--- src/rtl/rrg_pkg.sv ---
package rrg_pkg;

    // Register selector encoding seen on cfg_sel
    typedef enum logic [1:0] {
        SEL_LO   = 2'd0,
        SEL_HI   = 2'd1,
        SEL_LOCK = 2'd2,
        SEL_NONE = 2'd3
    } reg_sel_e;

    // Registered verdict returned for each request
    typedef struct packed {
        logic valid;
        logic block;
    } verdict_t;

    // Page index lies inside the half-open window [lo, hi)
    function automatic logic in_window(input logic [63:0] page,
                                       input logic [63:0] lo,
                                       input logic [63:0] hi);
        return (page >= lo) && (page < hi);
    endfunction

endpackage

--- src/rtl/rrg_page_map.sv ---
module rrg_page_map #(
    parameter int unsigned ADDR_W     = 40,
    parameter int unsigned PAGE_SHIFT = 14,
    parameter logic [63:0] PHYS_BASE  = 64'h0000_0008_0000_0000,
    localparam int unsigned PAGE_W    = ADDR_W - PAGE_SHIFT
) (
    input  logic [ADDR_W-1:0] addr,
    output logic [PAGE_W-1:0] page_idx,
    output logic              below_base
);
    localparam logic [ADDR_W-1:0] BASE_A = PHYS_BASE[ADDR_W-1:0];

    logic [ADDR_W-1:0] rel;

    always_comb begin
        rel        = addr - BASE_A;
        below_base = (addr < BASE_A);
        page_idx   = PAGE_W'(rel >> PAGE_SHIFT);
    end
endmodule

--- src/rtl/rrg_regs.sv ---
module rrg_regs
    import rrg_pkg::*;
#(
    parameter int unsigned PAGE_W = 26
) (
    input  logic              clk,
    input  logic              rst,
    input  logic              cfg_we,
    input  logic [1:0]        cfg_sel,
    input  logic [PAGE_W-1:0] cfg_wdata,
    output logic [PAGE_W-1:0] cfg_rdata,
    output logic [PAGE_W-1:0] lo_page,
    output logic [PAGE_W-1:0] hi_page,
    output logic              locked
);
    logic [PAGE_W-1:0] lo_q, hi_q;
    logic              lock_q;
    reg_sel_e          sel;

    assign sel = reg_sel_e'(cfg_sel);

    always_ff @(posedge clk) begin
        if (rst) begin
            lo_q   <= '0;
            hi_q   <= '0;
            lock_q <= 1'b0;
        end else if (cfg_we && !lock_q) begin
            case (sel)
                SEL_LO:   lo_q <= cfg_wdata;
                SEL_HI:   hi_q <= cfg_wdata;
                SEL_LOCK: if (cfg_wdata[0]) lock_q <= 1'b1;
                default:  ;
            endcase
        end
    end

    always_comb begin
        case (sel)
            SEL_LO:   cfg_rdata = lo_q;
            SEL_HI:   cfg_rdata = hi_q;
            SEL_LOCK: cfg_rdata = {{(PAGE_W-1){1'b0}}, lock_q};
            default:  cfg_rdata = '0;
        endcase
    end

    assign lo_page = lo_q;
    assign hi_page = hi_q;
    assign locked  = lock_q;

    // the lock never drops without reset
    a_r3_lock_sticky: assert property (@(posedge clk) disable iff (rst)
        lock_q |=> lock_q);

    // bounds frozen while locked, even under register writes
    a_r4_bounds_frozen: assert property (@(posedge clk) disable iff (rst)
        lock_q |=> ($stable(lo_q) && $stable(hi_q)));
endmodule

--- src/rtl/rrg_decide.sv ---
module rrg_decide
    import rrg_pkg::*;
#(
    parameter int unsigned PAGE_W = 26
) (
    input  logic              clk,
    input  logic              rst,
    input  logic              req_valid,
    input  logic              req_write,
    input  logic [PAGE_W-1:0] page_idx,
    input  logic              below_base,
    input  logic [PAGE_W-1:0] lo_page,
    input  logic [PAGE_W-1:0] hi_page,
    input  logic              locked,
    output verdict_t          verdict
);
    logic     hit;
    verdict_t next_v;

    always_comb begin
        hit = !below_base &&
              in_window(64'(page_idx), 64'(lo_page), 64'(hi_page));
        next_v.valid = req_valid;
        next_v.block = req_valid && req_write && locked && hit;
    end

    always_ff @(posedge clk) begin
        if (rst) verdict <= '0;
        else     verdict <= next_v;
    end

    // one response per request, one cycle later
    a_r5_rsp_follows: assert property (@(posedge clk) disable iff (rst)
        req_valid |=> verdict.valid);
    a_r5_no_spurious: assert property (@(posedge clk) disable iff (rst)
        !req_valid |=> !verdict.valid);

    // reads pass
    a_r8_read_pass: assert property (@(posedge clk) disable iff (rst)
        (req_valid && !req_write) |=> !verdict.block);

    // nothing blocked before lock
    a_r9_unlocked_pass: assert property (@(posedge clk) disable iff (rst)
        (req_valid && !locked) |=> !verdict.block);

    // empty or inverted window protects nothing
    a_r10_empty_window: assert property (@(posedge clk) disable iff (rst)
        (req_valid && (hi_page <= lo_page)) |=> !verdict.block);
endmodule

--- src/rtl/rom_region_guard.sv ---
module rom_region_guard
    import rrg_pkg::*;
#(
    parameter int unsigned ADDR_W     = 40,
    parameter int unsigned PAGE_SHIFT = 14,
    parameter logic [63:0] PHYS_BASE  = 64'h0000_0008_0000_0000,
    localparam int unsigned PAGE_W    = ADDR_W - PAGE_SHIFT
) (
    input  logic              clk,
    input  logic              rst,
    input  logic              cfg_we,
    input  logic [1:0]        cfg_sel,
    input  logic [PAGE_W-1:0] cfg_wdata,
    output logic [PAGE_W-1:0] cfg_rdata,
    input  logic              req_valid,
    input  logic              req_write,
    input  logic [ADDR_W-1:0] req_addr,
    output logic              rsp_valid,
    output logic              rsp_block
);
    logic [PAGE_W-1:0] page_idx, lo_page, hi_page;
    logic              below_base, locked;
    verdict_t          verdict;

    rrg_page_map #(
        .ADDR_W(ADDR_W), .PAGE_SHIFT(PAGE_SHIFT), .PHYS_BASE(PHYS_BASE)
    ) u_map (
        .addr(req_addr), .page_idx(page_idx), .below_base(below_base)
    );

    rrg_regs #(.PAGE_W(PAGE_W)) u_regs (
        .clk(clk), .rst(rst), .cfg_we(cfg_we), .cfg_sel(cfg_sel),
        .cfg_wdata(cfg_wdata), .cfg_rdata(cfg_rdata),
        .lo_page(lo_page), .hi_page(hi_page), .locked(locked)
    );

    rrg_decide #(.PAGE_W(PAGE_W)) u_decide (
        .clk(clk), .rst(rst), .req_valid(req_valid), .req_write(req_write),
        .page_idx(page_idx), .below_base(below_base),
        .lo_page(lo_page), .hi_page(hi_page), .locked(locked),
        .verdict(verdict)
    );

    assign rsp_valid = verdict.valid;
    assign rsp_block = verdict.block;

    // no response in the cycle after reset
    a_r1_reset_quiet: assert property (@(posedge clk)
        rst |=> !rsp_valid);
endmodule

--- config.mk ---
export PLATFORM = sky130hd
export DESIGN_NAME = rom_region_guard
export DESIGN_NICKNAME = d
export VERILOG_FILES = /design/src/rtl/rrg_pkg.sv /design/src/rtl/rrg_page_map.sv /design/src/rtl/rrg_regs.sv /design/src/rtl/rrg_decide.sv /design/src/rtl/rom_region_guard.sv
export SDC_FILE = /design/constraint.sdc
export NUM_CORES = 1
export LEC_CHECK = 0
export ABC_AREA = 1
export ABC_CLOCK_PERIOD_IN_PS = 2500
export BUFFER_PORTS_ARGS = -buffer_cell sky130_fd_sc_hd__buf_2
export CORE_MARGIN = 5
export CORE_UTILIZATION = 53
export CTS_CLUSTER_SIZE = 8
export DETAILED_ROUTE_END_ITERATION = 8
export PLACE_DENSITY = 0.82
export SKIP_CTS_REPAIR_TIMING = 1
export SYNTH_ARGS = -nofsm -noshare
export SYNTH_HDL_FRONTEND = slang
export SYNTH_SLANG_ARGS = --single-unit
--- constraint.sdc ---
create_clock -name clk -period 2.5 [get_ports clk]
set_clock_uncertainty 0.2 [all_clocks]
set_input_delay 0.375 -clock clk [delete_from_list [all_inputs] [get_ports clk]]
set_output_delay 0.375 -clock clk [all_outputs]
set_load 0.05 [all_outputs]
==> qor.txt <==
Post-DP HPWL: 6498 um
Largest net degree at the start of global routing: 52
Post-DRT Antenna Nets: 0
CTS tree: done
CTS sink cnt: 55
Die W: 92.01 um
Util after Layout: 62.42%
Full die area: 0.008466 mm^2
Adder-cell share of the synthesized area: 18.25%
Total core area: 0.006459 mm^2
Yosys warns: 0
Clk_lat worst skew: 300 ps
Main combinational cell family by area after synthesis: compound AO/OA/AOI/OAI gates
GRT Resource Usage Total: 20.63%
Final setup fails: 0
Remaining DRCs: 0
Detailed Routing Iterations Pass 1: 4
Slew HR: 66.31%
Max IR drop VDD: 0.2579 mV
CP arrival: 2020 ps
Post-synthesis cell count: 479
TritonCTS Buffers: 5
Htree depth: 2
Drt total wl: 8552 um
I/O Buffers: 86
Max-cap violations: 0
Initial antenna violation count: 0
WL/cell: 13.55 um
CTS Buffer Depth: 2
Initial Utilization: 55.19%
RSZ-0062 raised after global routing: no
CTS root buf: clkbuf_8
Cell Area, Synth: 0.003565 mm^2
Yosys top cell area share: 30.89%
Max incr delay on CP: 290 ps
Final worst slack: 522.3 ps
Syn nets: 604
Final Hold Vio Count: 0
Post-synthesis sequential area ratio: 30.89%
Fmax: 0.5056 GHz
CP dominant cell by count: nand2_1
Synthesized area per cell: 7.442 um^2
ANT cells: 0
CP startpoint kind: input pin
Layout net count: 680
Via-to-Cell Ratio: 5.398
Tcrit/Tclk final: 79.11%
Max Slew Vio Count: 0
Power Total: 1.916 mW
Final GP Congestion: 0.8524
CP Data Required Time: 2540 ps
WS Path Type: in -> reg
Fin area: 0.004031 mm^2
Register clock-pin slew on the reported worst setup and hold paths: 90 ps
Static Leak: 1.914 nW
Site Rows: 29
Status: finished clean
XOR/XNOR Fraction of Synth Area: 0.7371%
Critical Path End Type: register
Most frequent cells in the layout: 86 x buf_2, 77 x inv_1, 67 x nand2_1, 67 x a21oi_1, 55 x dfxtp_1
Slowest CP cell: ha_1
Yosys top cell by area: dfxtp_1
Final Critical Period: 1978 ps
Measured slew at the worst slew-check pin: 505.3 ps
Grt total ovfl: 0
First-pass GRT wire length: 14630 um
Post-synthesis simple-gate area fraction: 13.90%
Share of cells above drive strength 1: 19.49%
Layout area overhead: 13.09%
Setup TNS: 0 ps
Post-Place Worst Slack: 204.7 ps
Initial drt markers: 101
PD cells: 475.3 mW/mm^2
Compound-cell area share of the yosys netlist: 22.99%
Via count: 3406
I/O Pins: 101
Ranking of synthesized cells by area: dfxtp_1 31%, ha_1 18%, a21oi_1 9.4%, inv_1 8.1%, nand2_1 7.1%
FF+latch count, synth: 55
Leading cell type in the layout, fill and taps excluded: buf_2
Multiplexer share of the synthesized area: 0%
Count of cell types in the netlist: 30
Crit path cell chain: buf_2 > inv_1 > ha_1 > nand2_1 > xor2_1 > ha_1 > nand2_1 > nand3_1 > nor3_1 > nand3_1 > a21oi_1 > nand2_1 > nor2_1
Chip Height: 92.01 um
Vias in the first global route: 3367
Post-place instance area: 0.003959 mm^2
Crit Path Max Fanout: 3
Worst Hold Class: in -> reg
## state kept, by name (all words and copies together), names as in the netlist
register and count:
u_regs.locked 1, u_regs.lo_page 26, u_decide.verdict 2, u_regs.hi_page 26
## power by group
| part | leakage, nW | switching [mW] | internal [mW] | total [mW] |
|---|---|---|---|---|
| combinational | 1.43 | 0.333 | 0.187 | 0.520 |
| clock | 0.0371 | 0.275 | 0.188 | 0.463 |
| sequential | 0.450 | 0.0125 | 0.921 | 0.933 |
| total | 1.91 | 0.620 | 1.30 | 1.92 |
## per-stage QoR
stage / std cells / hold WS (ps)
2_1_floorplan: 479 / 244.1
3_3_place_gp: 625 / 266.2
3_5_place_dp: 625 / 273.5
4_1_cts: 631 / 70.17
5_1_grt: 631 / 66.63
6_report: 631 / 81.30
## worst max-delay path: cells and delay by family
family / cells / cell delay, ps
AO/OA/AOI/OAI: 1 / 140
AND/OR/NAND/NOR: 7 / 620
adder cells (fa/ha/maj): 2 / 510
XOR/XNOR: 1 / 230
buffers and inverters: 2 / 160
## synth_stat cells
cell type,n
a21o_1,2
a21oi_1,67
a21oi_2,2
buf_2,4
buf_4,1
buf_6,9
clkbuf_1,5
dfxtp_1,55
ha_1,52
inv_1,77
inv_2,2
inv_4,3
inv_6,1
nand2_1,67
nand2_2,1
nand3_1,13
nand3b_1,1
nand4_1,2
nor2_1,22
nor2_2,1
nor2_4,2
nor2_8,1
nor3_1,3
nor4_1,1
o21a_1,1
o21ai_0,7
o21ai_1,47
o21ai_2,2
o22ai_1,25
xor2_1,3
## logic make-up (layout without fill, tap and decap cells)
logic type                 after synthesis  in the layout
and+or+nand+nor                        114            114
buffers and inverters                  102            177
DFF                                     55             55
xor gates and xnor gates                 3              3
AOI/OAI and AO/OA                      153            153
adders and majority gates               52             52
## path summary, 6_finish.rpt
path                      startpoint                   to  slack, ps  cells past startpoint
hold / removal                   rst        u_regs.locked         80                      2
hold reg to reg    u_regs.hi_page[5]    u_regs.hi_page[5]        280                      2
setup reg to reg  u_regs.lo_page[15]  u_decide.verdict[0]        830                     10
setup / recovery        req_addr[35]  u_decide.verdict[0]        520                     13
## routing by layer
| layer | global-route usage [%] | part of all wire [%] |
|---|---|---|
| met5 | 0 | 0 |
| met4 | 7.054 | 2.2 |
| met3 | 3.028 | 5.3 |
| met2 | 36.01 | 49 |
| met1 | 25.98 | 43 |
## final cells by class
cell class / count / area (um^2)
fillers: 592 / 2427
multi-input cells: 322 / 1992
flip-flops and latches: 55 / 1101
repair buffers: 88 / 445.4
inverters: 83 / 324.1
well taps: 77 / 96.34
clock buffers: 6 / 72.57
(Power assumes the default switching activity.)
